### src/rtl/pwm_quad_pkg.sv
package pwm_quad_pkg;
    typedef enum logic [1:0] {
        MODE_FREE  = 2'd0,
        MODE_SHOT  = 2'd1,
        MODE_UPDN  = 2'd2,
        MODE_UPDN2 = 2'd3
    } tb_mode_e;

    typedef enum logic [1:0] {
        ST_IDLE = 2'd0,
        ST_UP   = 2'd1,
        ST_DOWN = 2'd2,
        ST_DONE = 2'd3
    } tb_state_e;
endpackage

### src/rtl/pwm_quad_timebase.sv
module pwm_quad_timebase
    import pwm_quad_pkg::*;
#(
    parameter int W = 8
) (
    input  logic         clk,
    input  logic         rst_n,
    input  logic         en,
    input  tb_mode_e     mode,
    input  logic [W-1:0] period,
    output logic [W-1:0] tmr,
    output logic         run,
    output logic         load
);
    localparam logic [W-1:0] ONE = W'(1);

    tb_state_e    st_q, st_d;
    logic [W-1:0] tmr_d;
    logic         edge_mode;
    logic         at_top;

    assign edge_mode = (mode == MODE_FREE) || (mode == MODE_SHOT);
    assign at_top    = (tmr >= period);

    // state register
    always_ff @(posedge clk or negedge rst_n) begin
        if (!rst_n) begin
            st_q <= ST_IDLE;
            tmr  <= '0;
        end else begin
            st_q <= st_d;
            tmr  <= tmr_d;
        end
    end

    // next-state and next-count
    always_comb begin
        st_d  = st_q;
        tmr_d = tmr;
        if (!en) begin
            st_d  = ST_IDLE;
            tmr_d = '0;
        end else begin
            unique case (st_q)
                ST_IDLE: begin
                    st_d  = ST_UP;
                    tmr_d = '0;
                end
                ST_UP: begin
                    if (edge_mode) begin
                        if (at_top) begin
                            tmr_d = '0;
                            st_d  = (mode == MODE_SHOT) ? ST_DONE : ST_UP;
                        end else begin
                            tmr_d = tmr + ONE;
                        end
                    end else if (period == '0) begin
                        tmr_d = '0;
                    end else if (at_top) begin
                        tmr_d = tmr - ONE;
                        st_d  = (tmr == ONE) ? ST_UP : ST_DOWN;
                    end else begin
                        tmr_d = tmr + ONE;
                    end
                end
                ST_DOWN: begin
                    if (edge_mode || tmr <= ONE) begin
                        st_d  = ST_UP;
                        tmr_d = '0;
                    end else begin
                        tmr_d = tmr - ONE;
                    end
                end
                ST_DONE: begin
                    tmr_d = '0;
                end
                default: begin
                    st_d  = ST_IDLE;
                    tmr_d = '0;
                end
            endcase
        end
    end

    // outputs: run flag and shadow-load strobe
    always_comb begin
        run  = (st_q == ST_UP) || (st_q == ST_DOWN);
        load = !run;
        if (st_q == ST_UP) begin
            unique case (mode)
                MODE_FREE, MODE_SHOT: load = at_top;
                MODE_UPDN:            load = (tmr == '0);
                MODE_UPDN2:           load = (tmr == '0) || at_top;
                default:              load = 1'b0;
            endcase
        end
    end

    AST_IDLE_TMR_ZERO: assert property (@(posedge clk) disable iff (!rst_n)
        !en |=> (tmr == '0)) else $error("timer not cleared after disable");

    AST_EDGE_WRAP: assert property (@(posedge clk) disable iff (!rst_n)
        (en && st_q == ST_UP && mode == MODE_FREE && tmr >= period) |=> (tmr == '0))
        else $error("edge timer did not wrap");

    AST_UPDN_TURN: assert property (@(posedge clk) disable iff (!rst_n)
        (en && st_q == ST_UP && !edge_mode && tmr == period && period > ONE)
        |=> (tmr == $past(period) - ONE)) else $error("no turnaround at peak");

    AST_SHOT_STOP: assert property (@(posedge clk) disable iff (!rst_n)
        (en && st_q == ST_UP && mode == MODE_SHOT && at_top) |=> !run)
        else $error("single shot kept running");
endmodule

### src/rtl/pwm_quad_chan.sv
module pwm_quad_chan #(
    parameter int W = 8
) (
    input  logic         clk,
    input  logic         rst_n,
    input  logic         wr,
    input  logic [W-1:0] wdata,
    input  logic         load,
    input  logic         run,
    input  logic [W-1:0] tmr,
    input  logic [W-1:0] period,
    output logic         pwm
);
    logic [W-1:0] buf_q;
    logic [W-1:0] act_q;

    always_ff @(posedge clk or negedge rst_n) begin
        if (!rst_n) begin
            buf_q <= '0;
            act_q <= '0;
        end else begin
            if (wr)   buf_q <= wdata;
            if (load) act_q <= buf_q;
        end
    end

    always_comb begin
        pwm = run && (tmr < act_q);
    end

    AST_ZERO_DUTY: assert property (@(posedge clk) disable iff (!rst_n)
        (act_q == '0) |-> !pwm) else $error("output high at zero duty");

    AST_FULL_DUTY: assert property (@(posedge clk) disable iff (!rst_n)
        (run && act_q > period && tmr <= period) |-> pwm)
        else $error("output low at full duty");
endmodule

### src/rtl/pwm_quad_shadow.sv
module pwm_quad_shadow
    import pwm_quad_pkg::*;
#(
    parameter int W   = 8,
    parameter int NCH = 4
) (
    input  logic           clk,
    input  logic           rst_n,
    input  logic           tb_en,
    input  logic [1:0]     mode,
    input  logic [W-1:0]   period,
    input  logic [NCH-1:0] duty_wr,
    input  logic [W-1:0]   duty_wdata,
    output logic [NCH-1:0] pwm_out,
    output logic [W-1:0]   timer
);
    logic run;
    logic load;

    pwm_quad_timebase #(.W(W)) tb_i (
        .clk    (clk),
        .rst_n  (rst_n),
        .en     (tb_en),
        .mode   (tb_mode_e'(mode)),
        .period (period),
        .tmr    (timer),
        .run    (run),
        .load   (load)
    );

    for (genvar g = 0; g < NCH; g++) begin : g_chan
        pwm_quad_chan #(.W(W)) chan_i (
            .clk    (clk),
            .rst_n  (rst_n),
            .wr     (duty_wr[g]),
            .wdata  (duty_wdata),
            .load   (load),
            .run    (run),
            .tmr    (timer),
            .period (period),
            .pwm    (pwm_out[g])
        );
    end
endmodule

### config.mk
export PLATFORM = sky130hd
export DESIGN_NAME = pwm_quad_shadow
export DESIGN_NICKNAME = d
export VERILOG_FILES = /design/src/rtl/pwm_quad_pkg.sv /design/src/rtl/pwm_quad_timebase.sv /design/src/rtl/pwm_quad_chan.sv /design/src/rtl/pwm_quad_shadow.sv
export SDC_FILE = /design/constraint.sdc
export NUM_CORES = 1
export LEC_CHECK = 0
export BUFFER_PORTS_ARGS = -buffer_cell sky130_fd_sc_hd__buf_4
export CAP_MARGIN = 20
export CORE_MARGIN = 4
export CORE_UTILIZATION = 33
export DETAILED_ROUTE_END_ITERATION = 10
export PLACE_DENSITY = 0.62
export SLEW_MARGIN = 5
export SYNTH_ARGS = -nofsm -noshare
export SYNTH_HDL_FRONTEND = slang
export SYNTH_SLANG_ARGS = --single-unit
### constraint.sdc
create_clock -name clk -period 2.6 [get_ports clk]
set_clock_uncertainty 0.05 [all_clocks]
set_input_delay 0 -clock clk [delete_from_list [all_inputs] [get_ports clk]]
set_output_delay 0 -clock clk [all_outputs]
set_load 0.005 [all_outputs]
# ---- After elaboration in Yosys (flattened, before gate mapping)
# Cells that the tools add are included.
dict set report op_classes {
  addsub 2
  n_eq_ne 11
  n_reduce_logical 16
  order_cmp 6
  n_mux 18
}
# operator n
set op_table {}
lappend op_table {{$mux 8} 6}
lappend op_table {{$lt 8x8->1} 4}
lappend op_table {{$pmux 8 s3} 1}
lappend op_table {{$logic_not 8->1} 2}
lappend op_table {{$mux 2} 8}
lappend op_table {{$add 8x1->8 const B} 1}
lappend op_table {{$eq 2x2->1 const B} 4}
lappend op_table {{$eq 8x1->1 const B} 1}
lappend op_table {{$ge 8x8->1} 1}
lappend op_table {{$le 8x1->1 const B} 1}
lappend op_table {{$sub 8x1->8 const B} 1}
lappend op_table {{$ne 3x2->1 const B} 2}
lappend op_table {{$pmux 2 s3} 1}
lappend op_table {{$eq 2x1->1 const B} 2}
lappend op_table {{$logic_and 1x1->1} 4}
lappend op_table {{$logic_not 2->1} 2}
lappend op_table {{$logic_or 1x1->1} 4}
lappend op_table {{$ne 4x1->1 const B} 1}
lappend op_table {{$ne 4x3->1 const B} 1}
lappend op_table {{$reduce_and 4->1} 1}
lappend op_table {{$reduce_or 2->1} 2}
lappend op_table {{$pmux 1 s3} 1}
lappend op_table {{$logic_not 1->1} 1}
lappend op_table {{$mux 1} 1}
dict set report totals {
  reg_bits 74
  inputBits 25
  word_cells 63
  output_inout_bits 12
}

# ---- Logic depth before layout (Yosys ltp)
# Gate-level depths: netlist of run 1.
dict set report logic_depth {
  depth_word 7
  mapped_depth 10
  mapped_depth_nobuf 8
}

# ---- Modules after synthesis
# From an unflattened synthesis of run 1, not the netlist that was laid out.
dict set report hier_totals {
  hier_cells 408
  hier_area_um2 4191.5
}
# module n_inst area_per_inst_um2 cells_per_inst
set by_module_without_submodules {}
lappend by_module_without_submodules {pwm_quad_chan 4 765.7 67}
lappend by_module_without_submodules {pwm_quad_timebase 1 1128.6 140}

# ---- Worst setup path after synthesis of run 1
# Ideal clock, no wire load.
dict set report synth_timing {
  path_kind {flip-flop to flip-flop}
  startpoint {register tb_i.tmr[0]}
  endpoint {register g_chan[0].chan_i.act_q[0]}
  slack_ns 0.009
  required_ns 2.425
  arrival_time_ns 2.416
  synth_period_minus_slack_ns 2.591
  path_buffers 2
  setup_time_ns 0.125
  stages_incl_launch_ff 11
  cell_sequence {dfrtp_1 -> clkbuf_1 -> inv_1 -> ha_1 -> nand2b_1 -> a2111oi_4 -> o311ai_4 -> o21ai_2 -> a22o_4 -> buf_8 -> mux2_4}
}
dict set report synth_between {
  elab_chain_cells 4
  elab_cells_between_ends 5
  cone_classes {order compare: 1; mux: 2; reduce/logical: 2}
}
# element line
set synth_rtl {}
lappend synth_rtl {{from (decl)} pwm_quad_timebase.sv:11} ;# output logic [W-1:0] tmr,
lappend synth_rtl {{from (signal assigned)} pwm_quad_timebase.sv:32} ;# tmr <= tmr_d;
lappend synth_rtl {{$ge 8x8->1 / $logic_not 8->1 (equally long branches)} {pwm_quad_timebase.sv:23, pwm_quad_timebase.sv:92, pwm_quad_timebase.sv:93}}
lappend synth_rtl {{$logic_or 1x1->1} pwm_quad_timebase.sv:93} ;# MODE_UPDN2: load = (tmr == '0) || at_top;
lappend synth_rtl {{$pmux 1 s3 (*)} pwm_quad_timebase.sv:90} ;# unique case (mode)
lappend synth_rtl {{$mux 1 (*)} pwm_quad_timebase.sv:89} ;# if (st_q == ST_UP) begin
lappend synth_rtl {{to (signal assigned)} pwm_quad_chan.sv:23} ;# if (load) act_q <= buf_q;
lappend synth_rtl {{to (decl)} pwm_quad_chan.sv:15} ;# logic [W-1:0] act_q;
# Every way passes the cells marked *; elsewhere a longest branch is shown, timed or not.
# A chain may end at the register's enable or synchronous reset.

# ---- Worst setup path after layout of run 1
dict set report layout_timing {
  startpoint {register tb_i.tmr[0]}
  endpoint {register tb_i.tmr[4]}
}
dict set report layout_between {
  elab_chain_cells 6
  elab_cells_between_ends 12
  cone_classes {add/sub: 2; order compare: 2; mux: 7; reduce/logical: 1}
}
# element line
set layout_rtl {}
lappend layout_rtl {{$add 8x1->8 (tied with other cells)} {pwm_quad_timebase.sv:55, pwm_quad_timebase.sv:63}}
lappend layout_rtl {{$mux 8} pwm_quad_timebase.sv:59} ;# end else if (at_top) begin
lappend layout_rtl {{$mux 8} pwm_quad_timebase.sv:57} ;# end else if (period == '0) begin
lappend layout_rtl {{$mux 8} pwm_quad_timebase.sv:50} ;# if (edge_mode) begin
lappend layout_rtl {{$pmux 8 s3 (*)} pwm_quad_timebase.sv:44} ;# unique case (st_q)
lappend layout_rtl {{$mux 8 (*)} pwm_quad_timebase.sv:40} ;# if (!en) begin
lappend layout_rtl {{named net tb_i.tmr_d[4]} pwm_quad_timebase.sv:18} ;# logic [W-1:0] tmr_d;
# The timed path passes the listed nets; every way through them passes the cells marked *.

==> results.sh, run 1 <==
export IMPL_status="finished clean"
export IMPL_cts_buffer_depth=2
export IMPL_slew_viol_final=0
export IMPL_fillCellCount=1263
export IMPL_fin_util_pct=40.84
export IMPL_tightest_slew_ns=0.8944
export IMPL_areaGrowthSynthToFinish_pct=21.47
export IMPL_wl_per_cell_um=14.87
export IMPL_placedCellCount=599
export IMPL_p_total_mw=4.576
export IMPL_synthesis_nets=459
export IMPL_ys_seq_elements=74
export IMPL_ys_flop_type="dfrtp_1"
export IMPL_die_area_mm2=0.01542
export IMPL_seqCellArea_mm2=0.001852
export IMPL_clock_sinks=74
export IMPL_period_needed_ns=2.422
export IMPL_maxCapViolCount=0
export IMPL_coreArea_mm2=0.01324
export IMPL_fin_crit_sh_pct=93.14
export IMPL_worstPathRequired_ns=2.83
export IMPL_startpoint_type="flip-flop"
export IMPL_fmax_mhz=413.0
export IMPL_hold_depth=3
export IMPL_rsz0062_at_grt="no"
export IMPL_synth_most_common_cell="dfrtp_1"
export IMPL_seq_area_frac_synth_pct=41.58
export IMPL_syn_area_per_cell_um2=11.39
export IMPL_cellLeakagePower_nw=2.683
export IMPL_arrival_ns=2.65
export IMPL_place_ws_ns=0.07371
export IMPL_final_nets=518
export IMPL_place_area_mm2=0.004956
export IMPL_worstSetupPathType="reg -> reg"
export IMPL_drc=0
export IMPL_hold_slack_ns=0.03269
export IMPL_syn_area_mm2=0.004453
export IMPL_root_buffer="clkbuf_16"
export IMPL_multi_input_area_mm2=0.002300
export IMPL_setup_slack_ns=0.1785
export IMPL_hold_path_class="in -> reg"
export IMPL_ant_nets=0
export IMPL_netlist_instances=391
export IMPL_async_flop_share_pct=100.0
export IMPL_synth_cell_type_count=50
export IMPL_via_count=3008
export IMPL_final_cells=631
export IMPL_dieWidth_um=124.2
export IMPL_drt_total_wl_um=9384
export IMPL_yosysTopAreaCell="dfrtp_1"
export IMPL_synth_edff_count=0
export IMPL_rows=42
export IMPL_yosysWarnings=0
export IMPL_slew_limit_headroom_pct=40.37
export IMPL_grt_max_degree=75
export IMPL_cts_tree="built"
export IMPL_port_buffers=36
export IMPL_design_area_mm2=0.005409
export IMPL_setup_tns_final_ns=0
export IMPL_numCtsBuffers=9
export IMPL_dr_pass1_iters=4
export IMPL_drt_iter0_markers=174
export IMPL_layout_drive_gt1_share_pct=31.43
export IMPL_place_congestion=0.8612
export IMPL_setup_violations=0
export IMPL_hold_viol=0
export IMPL_yosys_top_cells_count="dfrtp_1 (74), inv_1 (49), ha_1 (43)"
export IMPL_vdd_drop_max_uv=276.3
export IMPL_power_density_mw_per_mm2=846.0
export IMPL_hpwlAfterDp_um=7162
export IMPL_critPathCaptureType="flip-flop"
export IMPL_diodes=0
export IMPL_insertion_delay_ns=0.34
export IMPL_path_max_fanout=12
export IMPL_synth_area_leaders="dfrtp_1 (42%), ha_1 (12%), mux2_4 (10%)"
export IMPL_grt_pass1_wl_um=15680
export IMPL_antenna_found_initial=0
export IMPL_ff2ff_path_depth=9
export IMPL_initial_core_util_pct=33.63
export IMPL_synth_top_cell_area_share_pct=41.58
export IMPL_die_h_um=124.2
export IMPL_path_clk_slew_ns=0.06
export IMPL_grt_pass1_vias=3144
export IMPL_htree_levels=3
export IMPL_via_per_inst=4.767
export IMPL_gr_total_overflow=0
export IMPL_grtUsageTotal_pct=13.40
export IMPL_ios=37
-- placed cells by master, fill, tap and decap left out, types with 3 or more instances in the layout --
| cell | count |
|---|---|
| dlygate4sd3_1 | 16 |
| xnor2_1 | 3 |
| o211ai_1 | 7 |
| clkinvlp_4 | 3 |
| nor2_1 | 17 |
| nor4_1 | 3 |
| clkbuf_16 | 9 |
| nand3_1 | 7 |
| a21oi_1 | 8 |
| dfrtp_1 | 74 |
| o21ai_0 | 11 |
| buf_4 | 49 |
| a211oi_1 | 5 |
| nor2b_1 | 5 |
| inv_1 | 49 |
| mux2_4 | 30 |
| ha_1 | 43 |
| a21o_1 | 9 |
| mux2_2 | 34 |
| nand2_1 | 20 |
| nand2b_1 | 6 |
| nor3_1 | 4 |
| nand4_1 | 3 |
-- metal layers --
metal	wire [um]	share of wire, %	track usage [%]	vias to the layer above
met4	232	2.5	5.749	0
met2	4568	49	22.47	53
li1	-	-	-	1488
met5	0	0	0	-
met1	4195	45	16.41	1449
met3	387	4.1	3.270	18
-- final cells by class --
| type | instances | share of cell area (%) |
|---|---|---|
| repair buffers | 67 | 10.50 |
| well taps | 176 | 4.071 |
| flip-flops and latches | 74 | 34.24 |
| clock inverters | 7 | 1.110 |
| clock buffers | 9 | 4.164 |
| inverters | 49 | 3.400 |
| multi-input cells | 249 | 42.52 |
-- registers in the layout, summed over array words and instances (netlist names) --
name                 flops
tb_i.st_q                2
g_chan.chan_i.buf_q     32
tb_i.tmr                 8
g_chan.chan_i.act_q     32
-- logic make-up (layout without fill, tap and decap cells) --
kind of cell / after synthesis / after routing / share of synthesized area [%]
AOI/OAI and AO/OA: 62 / 62 / 10.99
buffers and inverters: 68 / 132 / 6.940
muxes: 65 / 65 / 18.94
adders and majority gates: 43 / 43 / 12.08
and+or+nand+nor: 74 / 74 / 8.486
xor gates and xnor gates: 5 / 5 / 0.9836
DFF: 74 / 74 / 41.58
-- power breakdown --
| group | switching, mW | total [mW] | leakage [nW] | internal, mW |
|---|---|---|---|---|
| clock | 0.515 | 1.17 | 0.131 | 0.660 |
| sequential | 0.159 | 1.57 | 0.885 | 1.41 |
| combinational | 0.853 | 1.84 | 1.67 | 0.982 |
-- worst paths after layout --
| path | from | endpoint | slack, ns |
|---|---|---|---|
| worst min-delay path | mode[1] | tb_i.tmr[0] | 0.03 |
| worst max-delay path | tb_i.tmr[0] | tb_i.tmr[4] | 0.18 |
| worst min register to register | g_chan[3].chan_i.buf_q[2] | g_chan[3].chan_i.act_q[2] | 0.45 |
| min in group asynchronous | rst_n | g_chan[2].chan_i.buf_q[1] | 0.28 |
| max in group asynchronous | rst_n | tb_i.st_q[1] | 1.63 |
| worst max register to register | tb_i.tmr[0] | tb_i.tmr[4] | 0.18 |
-- critical path, stage by stage (launching register included) --
cell and delay, ns:
dfrtp_1 0.38, buf_4 0.18, ha_1 0.23, or2_2 0.30
a31oi_1 0.23, nand2_1 0.16, nand2b_1 0.09, nand2_1 0.11
o41ai_2 0.46, buf_4 0.17
-- what timing repair did --
action                                  in CTS  in global routing
hold endpoints to repair                   111                  0
buffers inserted                             0                  0
endpoints found under the setup margin       0                  2
resized for setup                            0                  1
hold buffers                                16                  0
(Power assumes the default switching activity.)
==> run 2: changes to the inputs <==
BUFFER_PORTS_ARGS = default   (was -buffer_cell sky130_fd_sc_hd__buf_4)
CORE_MARGIN = 8   (was 4)
DONT_BUFFER_PORTS = 1   (was default)
MAX_ROUTING_LAYER = met4   (was default)
PLACE_DENSITY = 0.59   (was 0.62)
==> run 2 against run 1 <==
Net effect:
- power grew 1.5%
- global-route usage shrank 0.98 points
- setup slack lost 0.020 ns
- wire length grew 7.6%
- non-clock buffer count shrank 30
- flip-flop and latch count is the same
- register-to-register slack lost 0.02 ns
==> results.sh, run 2 (synthesized netlist as in run 1, its figures left out) <==
export IMPL_status="finished clean"
export IMPL_cellLeakagePower_nw=2.558
export IMPL_swShare_pct=32.23
export IMPL_grtUsageMet2_pct=19.99
export IMPL_path_max_fanout=17
export IMPL_worstSetupPathType="reg -> reg"
export IMPL_postCtsSetupBuffers=0
export IMPL_reg_top3="g_chan.chan_i.act_q x32, g_chan.chan_i.buf_q x32, tb_i.tmr x8"
export IMPL_place_congestion=0.9195
export IMPL_areaGrowthSynthToFinish_pct=17.81
export IMPL_drc=0
export IMPL_hold_viol=0
export IMPL_initial_core_util_pct=33.76
export IMPL_wl_per_cell_um=16.79
export IMPL_worstPathRequired_ns=2.76
export IMPL_design_area_mm2=0.005246
export IMPL_cell_internal_pwr_mw=3.146
export IMPL_grt_pass1_vias=3137
export IMPL_antenna_found_initial=0
export IMPL_final_cell_mix="dfrtp_1 (74), inv_1 (49), ha_1 (43), mux2_2 (34), mux2_4 (30)"
export IMPL_ctsResizeCount=0
export IMPL_crit_buf_inv=2
export IMPL_place_area_mm2=0.004678
export IMPL_cts_tree="built"
export IMPL_maxCapViolCount=0
export IMPL_ios=37
export IMPL_critPathCaptureType="flip-flop"
export IMPL_grt_pass1_wl_um=16590
export IMPL_pwr_share_comb_pct=37.9
export IMPL_rows=42
export IMPL_rsz0062_at_grt="no"
export IMPL_via_per_inst=4.970
export IMPL_die_h_um=132.2
export IMPL_fillCellCount=1266
export IMPL_numCtsBuffers=9
export IMPL_fmax_mhz=409.6
export IMPL_cpLargestDelayFamily="compound AO/OA/AOI/OAI gates"
export IMPL_gr_total_overflow=0
export IMPL_grt_max_degree=75
export IMPL_final_nets=488
export IMPL_coreArea_mm2=0.01319
export IMPL_slew_viol_final=0
export IMPL_use_met1_pct=14.51
export IMPL_hold_slack_ns=0.01780
export IMPL_drt_total_wl_um=10090
export IMPL_diodes=0
export IMPL_setup_violations=0
export IMPL_cp_slowest_cell="a2111oi_4"
export IMPL_seqCellArea_mm2=0.001852
export IMPL_dieWidth_um=132.2
export IMPL_seq_power_share_pct=33.7
export IMPL_crit_chain="inv_1, ha_1, nand2b_1, a2111oi_4, o311ai_4, o21ai_2, a22o_4, buf_12, mux2_4"
export IMPL_clock_sinks=74
export IMPL_fin_crit_sh_pct=93.90
export IMPL_grtUsageMet3_pct=3.506
export IMPL_cts_buffer_depth=2
export IMPL_port_buffers=0
export IMPL_slew_limit_headroom_pct=64.15
export IMPL_power_density_mw_per_mm2=884.9
export IMPL_grt_busiest_layer="met2"
export IMPL_grtUsageTotal_pct=12.42
export IMPL_insertion_delay_ns=0.34
export IMPL_critPathMaxStageDelay_ns=0.38
export IMPL_layout_drive_gt1_share_pct=24.71
export IMPL_power_switching_mw=1.496
export IMPL_layout_commonest_cell="dfrtp_1"
export IMPL_vdd_drop_max_uv=343.4
export IMPL_drt_iter0_markers=193
export IMPL_die_area_mm2=0.01747
export IMPL_htree_levels=3
export IMPL_clkPwrFrac_pct=28.4
export IMPL_arrival_ns=2.60
export IMPL_path_clk_slew_ns=0.06
export IMPL_place_ws_ns=0.1159
export IMPL_root_buffer="clkbuf_16"
export IMPL_setup_slack_ns=0.1586
export IMPL_setup_tns_final_ns=0
export IMPL_dr_pass1_iters=4
export IMPL_via_count=2987
export IMPL_period_needed_ns=2.441
export IMPL_tightest_slew_ns=0.5359
export IMPL_startpoint_type="flip-flop"
export IMPL_ant_nets=0
export IMPL_multi_input_area_mm2=0.002292
export IMPL_hpwlAfterDp_um=7351
export IMPL_hold_path_class="in -> reg"
-- run 2: through the flow --
stage	total power, mW	util (%)	instances
after floorplan	2.925	-	391
after global placement	3.226	35.47	562
after detailed placement	3.272	35.47	562
after CTS	4.693	39.77	601
after global routing	4.954	39.77	601
final	4.643	39.77	601
-- run 2: area by class of cell --
| cell class | instances | area share, % |
|---|---|---|
| repair buffers | 37 | 7.202 |
| multi-input cells | 249 | 43.69 |
| inverters | 49 | 3.506 |
| flip-flops and latches | 74 | 35.30 |
| clock inverters | 6 | 1.741 |
| clock buffers | 10 | 4.364 |
| well taps | 176 | 4.197 |
-- run 2: final timing paths --
path                                           startpoint                   endpoint  slack [ns]  depth (start not counted)
worst max-delay path                          tb_i.tmr[0]  g_chan[3].chan_i.act_q[5]        0.16                          9
worst min-delay path                                tb_en                tb_i.tmr[3]        0.02                          4
worst max register to register                tb_i.tmr[0]  g_chan[3].chan_i.act_q[5]        0.16                          9
min in group asynchronous                           rst_n  g_chan[1].chan_i.buf_q[0]        0.16                          2
max in group asynchronous                           rst_n  g_chan[0].chan_i.buf_q[6]        2.03                          2
worst min register to register  g_chan[0].chan_i.buf_q[6]  g_chan[0].chan_i.act_q[6]        0.45                          1
-- run 2: worst register-to-register path, stage by stage, from the launching register on --
cell       delay, ns
dfrtp_1         0.37
inv_1           0.11
ha_1            0.24
nand2b_1        0.18
a2111oi_4       0.38
o311ai_4        0.13
o21ai_2         0.10
a22o_4          0.23
buf_12          0.21
mux2_4          0.32
-- run 2: timing repair --
| action | 4_1_cts | 5_1_grt |
|---|---|---|
| hold buffers | 23 | 0 |
| hold endpoints to repair | 116 | 0 |
| endpoints found under the setup margin | 0 | 3 |
-- run 2: power groups by stage --
stage | combinational (mW) | sequential [mW] | clock (mW)
floorplan | 1.37 | 1.56 | 0
global placement | 1.65 | 1.57 | 0
detailed placement | 1.69 | 1.58 | 0
CTS | 1.78 | 1.57 | 1.35
global route | 1.95 | 1.59 | 1.41
finish | 1.76 | 1.56 | 1.32
-- run 2: per-layer routing --
| layer | part of all wire (%) | vias to the layer above |
|---|---|---|
| met3 | 5.2 | 18 |
| met5 | 0 | - |
| met2 | 48 | 68 |
| met1 | 45 | 1482 |
| met4 | 2.0 | 0 |
| li1 | - | 1419 |
